## config.mk

```make
export PLATFORM = sky130hd
export DESIGN_NAME = flash_guard
export DESIGN_NICKNAME = d
export VERILOG_FILES = /design/src/rtl/flash_guard_pkg.sv /design/src/rtl/flash_guard_regs.sv /design/src/rtl/flash_guard_err.sv /design/src/rtl/flash_guard_dec.sv /design/src/rtl/flash_guard.sv
export SDC_FILE = /design/constraint.sdc
export NUM_CORES = 1
export LEC_CHECK = 0
export BUFFER_PORTS_ARGS = -buffer_cell sky130_fd_sc_hd__buf_2
export CAP_MARGIN = 20
export CORE_ASPECT_RATIO = 0.8
export CORE_MARGIN = 8
export CORE_UTILIZATION = 52
export CTS_BUF_LIST = sky130_fd_sc_hd__clkbuf_4
export CTS_CLUSTER_DIAMETER = 80
export DETAILED_ROUTE_END_ITERATION = 6
export PLACE_DENSITY_LB_ADDON = 0.15
export RECOVER_POWER = 25
export SLEW_MARGIN = 20
export SYNTH_ARGS = -nofsm -noshare
export SYNTH_HDL_FRONTEND = slang
export SYNTH_HIERARCHICAL = 1
export SYNTH_SLANG_ARGS = --single-unit
```

## constraint.sdc

```tcl
create_clock -name clk_i -period 1.3 [get_ports clk_i]
set_clock_uncertainty 0.05 [all_clocks]
set_input_delay 0.195 -clock clk_i [delete_from_list [all_inputs] [get_ports clk_i]]
set_output_delay 0.195 -clock clk_i [all_outputs]
set_load 0.005 [all_outputs]
```

## src/rtl/flash_guard_pkg.sv

```systemverilog
package flash_guard_pkg;
  localparam int CTRL_W = 5;
  localparam int NUM_EVT = 4;
  localparam int ADDR_CTRL = 0;
  localparam int ADDR_STAT = 1;
  localparam int ADDR_BLK0 = 2;

  typedef enum logic [2:0] {
    MODE_IDLE  = 3'd0,
    MODE_PROG  = 3'd1,
    MODE_ERASE = 3'd2,
    MODE_PVER  = 3'd3,
    MODE_EVER  = 3'd4
  } fg_mode_e;

  typedef struct packed {
    logic ever;
    logic pver;
    logic erase;
    logic prog;
    logic unlock;
  } fg_ctrl_t;
endpackage

```

## src/rtl/flash_guard_regs.sv

```systemverilog
module flash_guard_regs
  import flash_guard_pkg::*;
#(
  parameter int NUM_BLK = 16,
  parameter int BLK_W   = 8,
  parameter int ADDR_W  = 2
) (
  input  logic               clk_i,
  input  logic               rst_ni,
  input  logic               clr_i,
  input  logic               wr_en_i,
  input  logic [ADDR_W-1:0]  wr_addr_i,
  input  logic [BLK_W-1:0]   wr_data_i,
  output fg_ctrl_t           ctrl_o,
  output logic [NUM_BLK-1:0] blk_mask_o
);
  localparam int NUM_EBR = NUM_BLK / BLK_W;
  localparam logic [ADDR_W-1:0] A_CTRL = ADDR_W'(ADDR_CTRL);

  fg_ctrl_t ctrl_q, ctrl_d;

  always_comb begin
    ctrl_d = fg_ctrl_t'(wr_data_i[CTRL_W-1:0]);
    // simultaneous program+erase request keeps the old pair
    if (ctrl_d.prog && ctrl_d.erase) begin
      ctrl_d.prog  = ctrl_q.prog;
      ctrl_d.erase = ctrl_q.erase;
    end
  end

  always_ff @(posedge clk_i or negedge rst_ni) begin
    if (!rst_ni)                              ctrl_q <= '0;
    else if (clr_i)                           ctrl_q <= '0;
    else if (wr_en_i && wr_addr_i == A_CTRL)  ctrl_q <= ctrl_d;
  end

  assign ctrl_o = ctrl_q;

  for (genvar g = 0; g < NUM_EBR; g++) begin : g_ebr
    localparam logic [ADDR_W-1:0] A_BLK = ADDR_W'(ADDR_BLK0 + g);
    logic [BLK_W-1:0] ebr_q;
    always_ff @(posedge clk_i or negedge rst_ni) begin
      if (!rst_ni)                             ebr_q <= '0;
      else if (clr_i)                          ebr_q <= '0;
      else if (wr_en_i && wr_addr_i == A_BLK)  ebr_q <= wr_data_i;
    end
    assign blk_mask_o[g*BLK_W +: BLK_W] = ebr_q;
  end
endmodule

```

## src/rtl/flash_guard_err.sv

```systemverilog
module flash_guard_err
  import flash_guard_pkg::*;
(
  input  logic               clk_i,
  input  logic               rst_ni,
  input  logic               clr_i,
  input  logic               active_i,
  input  logic [NUM_EVT-1:0] evt_i,
  output logic               err_o
);
  logic err_q;

  always_ff @(posedge clk_i or negedge rst_ni) begin
    if (!rst_ni)    err_q <= 1'b0;
    else if (clr_i) err_q <= 1'b0;
    else            err_q <= err_q | (active_i & (|evt_i));
  end

  assign err_o = err_q;
endmodule

```

## src/rtl/flash_guard_dec.sv

```systemverilog
module flash_guard_dec
  import flash_guard_pkg::*;
#(
  parameter int NUM_BLK = 16
) (
  input  fg_ctrl_t           ctrl_i,
  input  logic               err_i,
  input  logic [NUM_BLK-1:0] blk_mask_i,
  output logic               active_o,
  output logic               prog_en_o,
  output logic [NUM_BLK-1:0] blk_erase_en_o,
  output fg_mode_e           mode_o
);
  logic prog_ok, erase_ok;

  assign prog_ok  = ctrl_i.unlock & ctrl_i.prog  & ~err_i;
  assign erase_ok = ctrl_i.unlock & ctrl_i.erase & ~err_i;
  assign active_o = prog_ok | erase_ok;
  assign prog_en_o = prog_ok;
  assign blk_erase_en_o = erase_ok ? blk_mask_i : '0;

  always_comb begin
    mode_o = MODE_IDLE;
    if (ctrl_i.unlock) begin
      if (prog_ok)          mode_o = MODE_PROG;
      else if (erase_ok)    mode_o = MODE_ERASE;
      else if (ctrl_i.pver) mode_o = MODE_PVER;
      else if (ctrl_i.ever) mode_o = MODE_EVER;
    end
  end
endmodule

```

## src/rtl/flash_guard.sv

```systemverilog
module flash_guard
  import flash_guard_pkg::*;
#(
  parameter int NUM_BLK = 16,
  parameter int BLK_W   = 8,
  localparam int NUM_EBR = NUM_BLK / BLK_W,
  localparam int ADDR_W  = $clog2(ADDR_BLK0 + NUM_EBR)
) (
  input  logic               clk_i,
  input  logic               rst_ni,
  input  logic               hw_stby_i,
  input  logic               wr_en_i,
  input  logic [ADDR_W-1:0]  wr_addr_i,
  input  logic [BLK_W-1:0]   wr_data_i,
  input  logic [ADDR_W-1:0]  rd_addr_i,
  output logic [BLK_W-1:0]   rd_data_o,
  input  logic               flash_rd_i,
  input  logic               exc_entry_i,
  input  logic               low_pwr_i,
  input  logic               bus_rel_i,
  output logic               prog_en_o,
  output logic [NUM_BLK-1:0] blk_erase_en_o,
  output logic [2:0]         mode_o
);
  fg_ctrl_t           ctrl_q;
  logic [NUM_BLK-1:0] blk_mask;
  logic               err;
  logic               active;
  logic [NUM_EVT-1:0] evt;
  fg_mode_e           mode;

  assign evt = {bus_rel_i, low_pwr_i, exc_entry_i, flash_rd_i};

  flash_guard_regs #(.NUM_BLK(NUM_BLK), .BLK_W(BLK_W), .ADDR_W(ADDR_W)) i_regs (
    .clk_i, .rst_ni, .clr_i(hw_stby_i), .wr_en_i, .wr_addr_i, .wr_data_i,
    .ctrl_o(ctrl_q), .blk_mask_o(blk_mask)
  );

  flash_guard_err i_err (
    .clk_i, .rst_ni, .clr_i(hw_stby_i), .active_i(active), .evt_i(evt), .err_o(err)
  );

  flash_guard_dec #(.NUM_BLK(NUM_BLK)) i_dec (
    .ctrl_i(ctrl_q), .err_i(err), .blk_mask_i(blk_mask), .active_o(active),
    .prog_en_o, .blk_erase_en_o, .mode_o(mode)
  );

  assign mode_o = mode;

  always_comb begin
    rd_data_o = '0;
    if (rd_addr_i == ADDR_W'(ADDR_CTRL))      rd_data_o = BLK_W'(ctrl_q);
    else if (rd_addr_i == ADDR_W'(ADDR_STAT)) rd_data_o = BLK_W'(err);
    else begin
      for (int i = 0; i < NUM_EBR; i++)
        if (rd_addr_i == ADDR_W'(ADDR_BLK0 + i)) rd_data_o = blk_mask[i*BLK_W +: BLK_W];
    end
  end
endmodule

```

### After elaboration in Yosys (flattened, before gate mapping)

Cells that the tools add are included.

| storage, ports and cells | value |
|---|---|
| input port bits | 20 |
| flip-flop bits (word level) | 22 |
| output and inout port bits | 28 |

| operators by class | value |
|---|---|
| reductions and logical operators | 11 |
| bitwise operators | 8 |
| eq/ne operators | 6 |
| multiplexer cells | 18 |

Operators with widths:

| operator | number |
|---|---|
| two-way mux 8 bit | 8 |
| two-way mux 16 bit | 1 |
| two-way mux 3 bit | 5 |
| two-way mux 5 bit | 2 |
| == test 2 bit (second input constant) | 4 |
| nonzero test 2 bit | 3 |
| AND 1 bit | 5 |
| logical AND 1 bit | 4 |
| logical NOT 2 bit | 2 |
| OR reduction 4 bit | 1 |
| == test 2 x 1 -> 1 bit (second input constant) | 1 |
| two-way mux 2 bit | 1 |
| != test 2 bit (second input constant) | 1 |
| bitwise OR 1 bit | 2 |
| AND reduction 2 bit | 1 |
| two-way mux 1 bit | 1 |
| NOT 1 bit | 1 |

### Logic depth before layout (Yosys ltp)

| logic depth | value |
|---|---|
| word-level depth | 6 |
| mapped depth | 4 |
| depth with buffers taken out | 4 |

### Modules after synthesis

Netlist, hierarchy kept.

By module, submodules not included:

| module | instances | cells an instance | sequential area each (um^2) | area an instance (um^2) |
|---|---|---|---|---|
| flash_guard_regs | 1 | 81 | 525.5 | 992.2 |
| flash_guard_dec | 1 | 28 | 0.0 | 225.2 |
| flash_guard | 1 | 18 | 0.0 | 173.9 |
| flash_guard_err | 1 | 4 | 25.0 | 42.5 |

### Worst setup path before layout

Ideal clock, no wire load.

| timing | value |
|---|---|
| path type | register -> output |
| start | register i_err.err_q, in the netlist i_err/err_o |
| end | output port blk_erase_en_o[10] |
| path buffers | 1 |
| path slack | 101 ps |
| data arrival time | 954 ps |
| cell stages (with the launch flop) | 4 |
| cells stage by stage | dfrtp_1 and3b_2 buf_6 and2_4 |

| on the way | value |
|---|---|
| longest elaborated chain between the ends | 3 |

Ends and longest elaborated chain:

| item | line | text |
|---|---|---|
| from (decl) | flash_guard_err.sv:11 | `logic err_q;` |
| from (signal assigned) | flash_guard_err.sv:16 | `else err_q <= err_q \| (active_i & (\|evt_i));` |
| NOT 1 bit | flash_guard_dec.sv:17 | `assign erase_ok = ctrl_i.unlock & ctrl_i.erase & ~err_i;` |
| AND 1 bit | flash_guard_dec.sv:17 |  |
| two-way mux 16 bit | flash_guard_dec.sv:20 | `assign blk_erase_en_o = erase_ok ? blk_mask_i : '0;` |
| to (decl) | flash_guard.sv:22 | `output logic [NUM_BLK-1:0] blk_erase_en_o,` |

Every way passes these cells.

### Final worst setup path

| timing | value |
|---|---|
| start | register i_regs/ctrl_o[2] (netlist name) |
| end | output port mode_o[0] |

| on the way | value |
|---|---|
| longest elaborated chain between the ends | 5 |

Ends and longest elaborated chain:

| item | line | text |
|---|---|---|
| AND 1 bit (2 in series) | flash_guard_dec.sv:17 |  |
| two-way mux 3 bit | flash_guard_dec.sv:26 | `else if (erase_ok) mode_o = MODE_ERASE;` |
| two-way mux 3 bit | flash_guard_dec.sv:25 | `if (prog_ok) mode_o = MODE_PROG;` |
| two-way mux 3 bit | flash_guard_dec.sv:24 | `if (ctrl_i.unlock) begin` |
| to (decl) | flash_guard.sv:23 | `output logic [2:0] mode_o` |

Every way passes these cells.

==> metrics.txt <==
outcome finished, violations left; failing checks negative setup slack; syn nets 151; Final Hold Vio Count 0; worst-path cell chain buf_6, and2b_2, o21bai_1, buf_2; CP peak stage delay 0.41 ns; Peak VDD IR 499 µV; Die X 74.7 µm; vias in the first global route 1,256; Final Net Count 216; yosys synthesis warning count 6; wire per inst 17.0 µm; DR vias 1,211; share of cells above drive strength 1 48.7%; stages on the worst setup path 4; crit path launch type register; Detailed Route WL 3.96 mm; slowest CP cell dfrtp_1; DR pass1 iterations 4; Final ANT Viol Nets 0; layout overhead on the synthesized area 39.8%; Root Driver clkbuf_4; Arr. time, crit path 1.41 ns; Worst EP required 1.05 ns; RSZ-0062 raised after global routing true; period utilisation layout 128%; Final min period 1.66 ns; via/cell ratio 5.20; Final Power 1280 µW; sequential share of the synthesized area 38.4%; Fmax 603 MHz; port buffer count 47; Placement Setup Slack -0.0176 ns; WP buf/inv 2; WS Path Type register to output pin; Leakage 0.00103 µW; Inserted Clock Buffers 3; # DRC 0; initial DRC count 55; CTS tree done; Max Cap Violations 0; Finished Layout Cells 233; final setup vio count 25; Worst setup EP type output pin; slew at the pin with the worst max-slew slack 0.700 ns; DIE AREA 0.00470 mm²; Crit path max-delay family flip-flops; Reg2Reg Depth 4; CP max FO 4; syn_area_per_cell 10.9 µm²; max-slew violation count 0; placed cell areas 0.00173 mm²; die extent in y 63.0 µm; I/O pin count 48; setup ws final -0.359 ns; Unique masters post-synth 31; htree depth 1; Worst-Skew Late Latency 0.32 ns; Global Route Usage Sum 16.9%; dpl cells 215; worst hold stages 3; starting density of the core 53.1%; Core Region 0.00270 mm²; n_diodes 0; register bit total from synthesis 22; Hold Crit Class primary input to register; global route total overflow 0; TNS Setup -7.54 ns; Final Cell Area 0.00200 mm²; row count 17; initial antenna violation count 0; TritonCTS sink count 22; Syn Inst Count 131; slew margin rel. 53.3%; CTS Buffer Depth 2; placed wire-length estimate 2.64 mm; Worst-path clk slew 0.14 ns; first-pass GRT wire length 6.31 mm; Mapped Area 0.00143 mm²; routability cong. 0.758; pin count of the biggest net entering global routing 30; commonest non-fill, non-tap cell in the layout buf_2; PD cells 641 mW/mm²; most frequent cells in the layout buf_2 (28), nand2b_1 (27), mux2i_1 (22), dfrtp_1 (22), buf_6 (20)
## where the power goes
part,switching [µW],total [µW],internal [µW]
registers,16.6,723,706
logic,112,223,112
clock network,226,339,112
## path summary, 6_finish.rpt
path,startpoint,end,slack [ns]
min reg2reg,i_regs/g_ebr[0].ebr_q[7],i_regs/g_ebr[0].ebr_q[7],0.52
min,wr_data_i[5],i_regs/g_ebr[1].ebr_q[5],0.08
max in group asynchronous,rst_ni,i_regs/g_ebr[0].ebr_q[6],0.47
max reg2reg,i_regs/ctrl_o[1],i_err/err_o,0.07
max,i_regs/ctrl_o[2],mode_o[0],-0.36
min in group asynchronous,rst_ni,i_regs/ctrl_o[2],0.33
## worst reg2reg max path, delay by kind of cell, from the launching register on
family | cells | cell delay, ns
flip-flops | 1 | 0.49
AND/OR/NAND/NOR | 2 | 0.33
AO/OA/AOI/OAI | 2 | 0.27
## kinds of logic (layout without fill, tap and decap cells)
logic type | count (synthesis) | in the layout | share of synthesized area (%)
AO/OA/AOI/OAI | 11 | 11 | 7.07
multiplexers | 27 | 27 | 20.3
buffers and inverters | 11 | 75 | 4.01
AND/OR/NAND/NOR | 60 | 60 | 30.2
flip-flops | 22 | 22 | 38.4
## layout make-up
| type | instances | area [µm²] |
|---|---|---|
| multi-input cells | 98 | 848 |
| fillers | 221 | 697 |
| flip-flops and latches | 22 | 551 |
| repair buffers | 67 | 517 |
| well taps | 38 | 47.5 |
| clock buffers | 3 | 22.5 |
| inverters | 4 | 15.0 |
| clock inverters | 1 | 3.75 |
## sequential cells by signal (all words and copies together), names as in the netlist
register / count
i_regs/ctrl_o: 5
i_regs/g_ebr.ebr_q: 16
i_err/err_o: 1
## through the flow
step | hold WS (ns) | util (%)
floorplan | -0.151 | -
global placement | 0.133 | 64.1
detailed placement | 0.143 | 64.1
CTS | 0.0903 | 72.2
global route | 0.0859 | 74.2
finish | 0.0840 | 74.2
## synthesized netlist by cell type, drive strengths merged
| master | count | area, µm² |
|---|---|---|
| nand2b | 27 | 169 |
| dfrtp | 22 | 551 |
| mux2i | 22 | 220 |
| and2 | 16 | 133 |
| a22o | 4 | 35.0 |
| clkbuf | 4 | 15.0 |
| inv | 4 | 15.0 |
| mux2 | 4 | 48.8 |
| and3b | 3 | 28.8 |
| buf | 3 | 27.5 |
| nor2b | 3 | 18.8 |
| o221a | 3 | 33.8 |
| nor2 | 2 | 7.51 |
| nor3b | 2 | 20.0 |
| nor4b | 2 | 17.5 |
| a21oi | 1 | 5.00 |
| and2b | 1 | 8.76 |
| mux4 | 1 | 22.5 |
| nand2 | 1 | 3.75 |
| nand3 | 1 | 10.0 |
| nand3b | 1 | 7.51 |
| o2111a | 1 | 11.3 |
| o21bai | 1 | 7.51 |
| o41ai | 1 | 8.76 |
| or3b | 1 | 8.76 |
## timing repair
item | CTS | global route
setup buffers | 10 | 3
pin swaps | 5 | 3
setup endpoints to repair | 26 | 28
hold buffers | 1 | 0
gates resized for setup | 22 | 8
hold endpoints to repair | 22 | 0
## per-layer routing
layer  GRT usage [%]  part of all wire [%]  wire [µm]
met1            21.1                    43       1720
met2            27.9                    51       2040
met3            4.81                   4.6        182
met4            2.93                  0.50         20
met5               0                     0          0
Note: power is estimated with default switching activity, not from simulation.
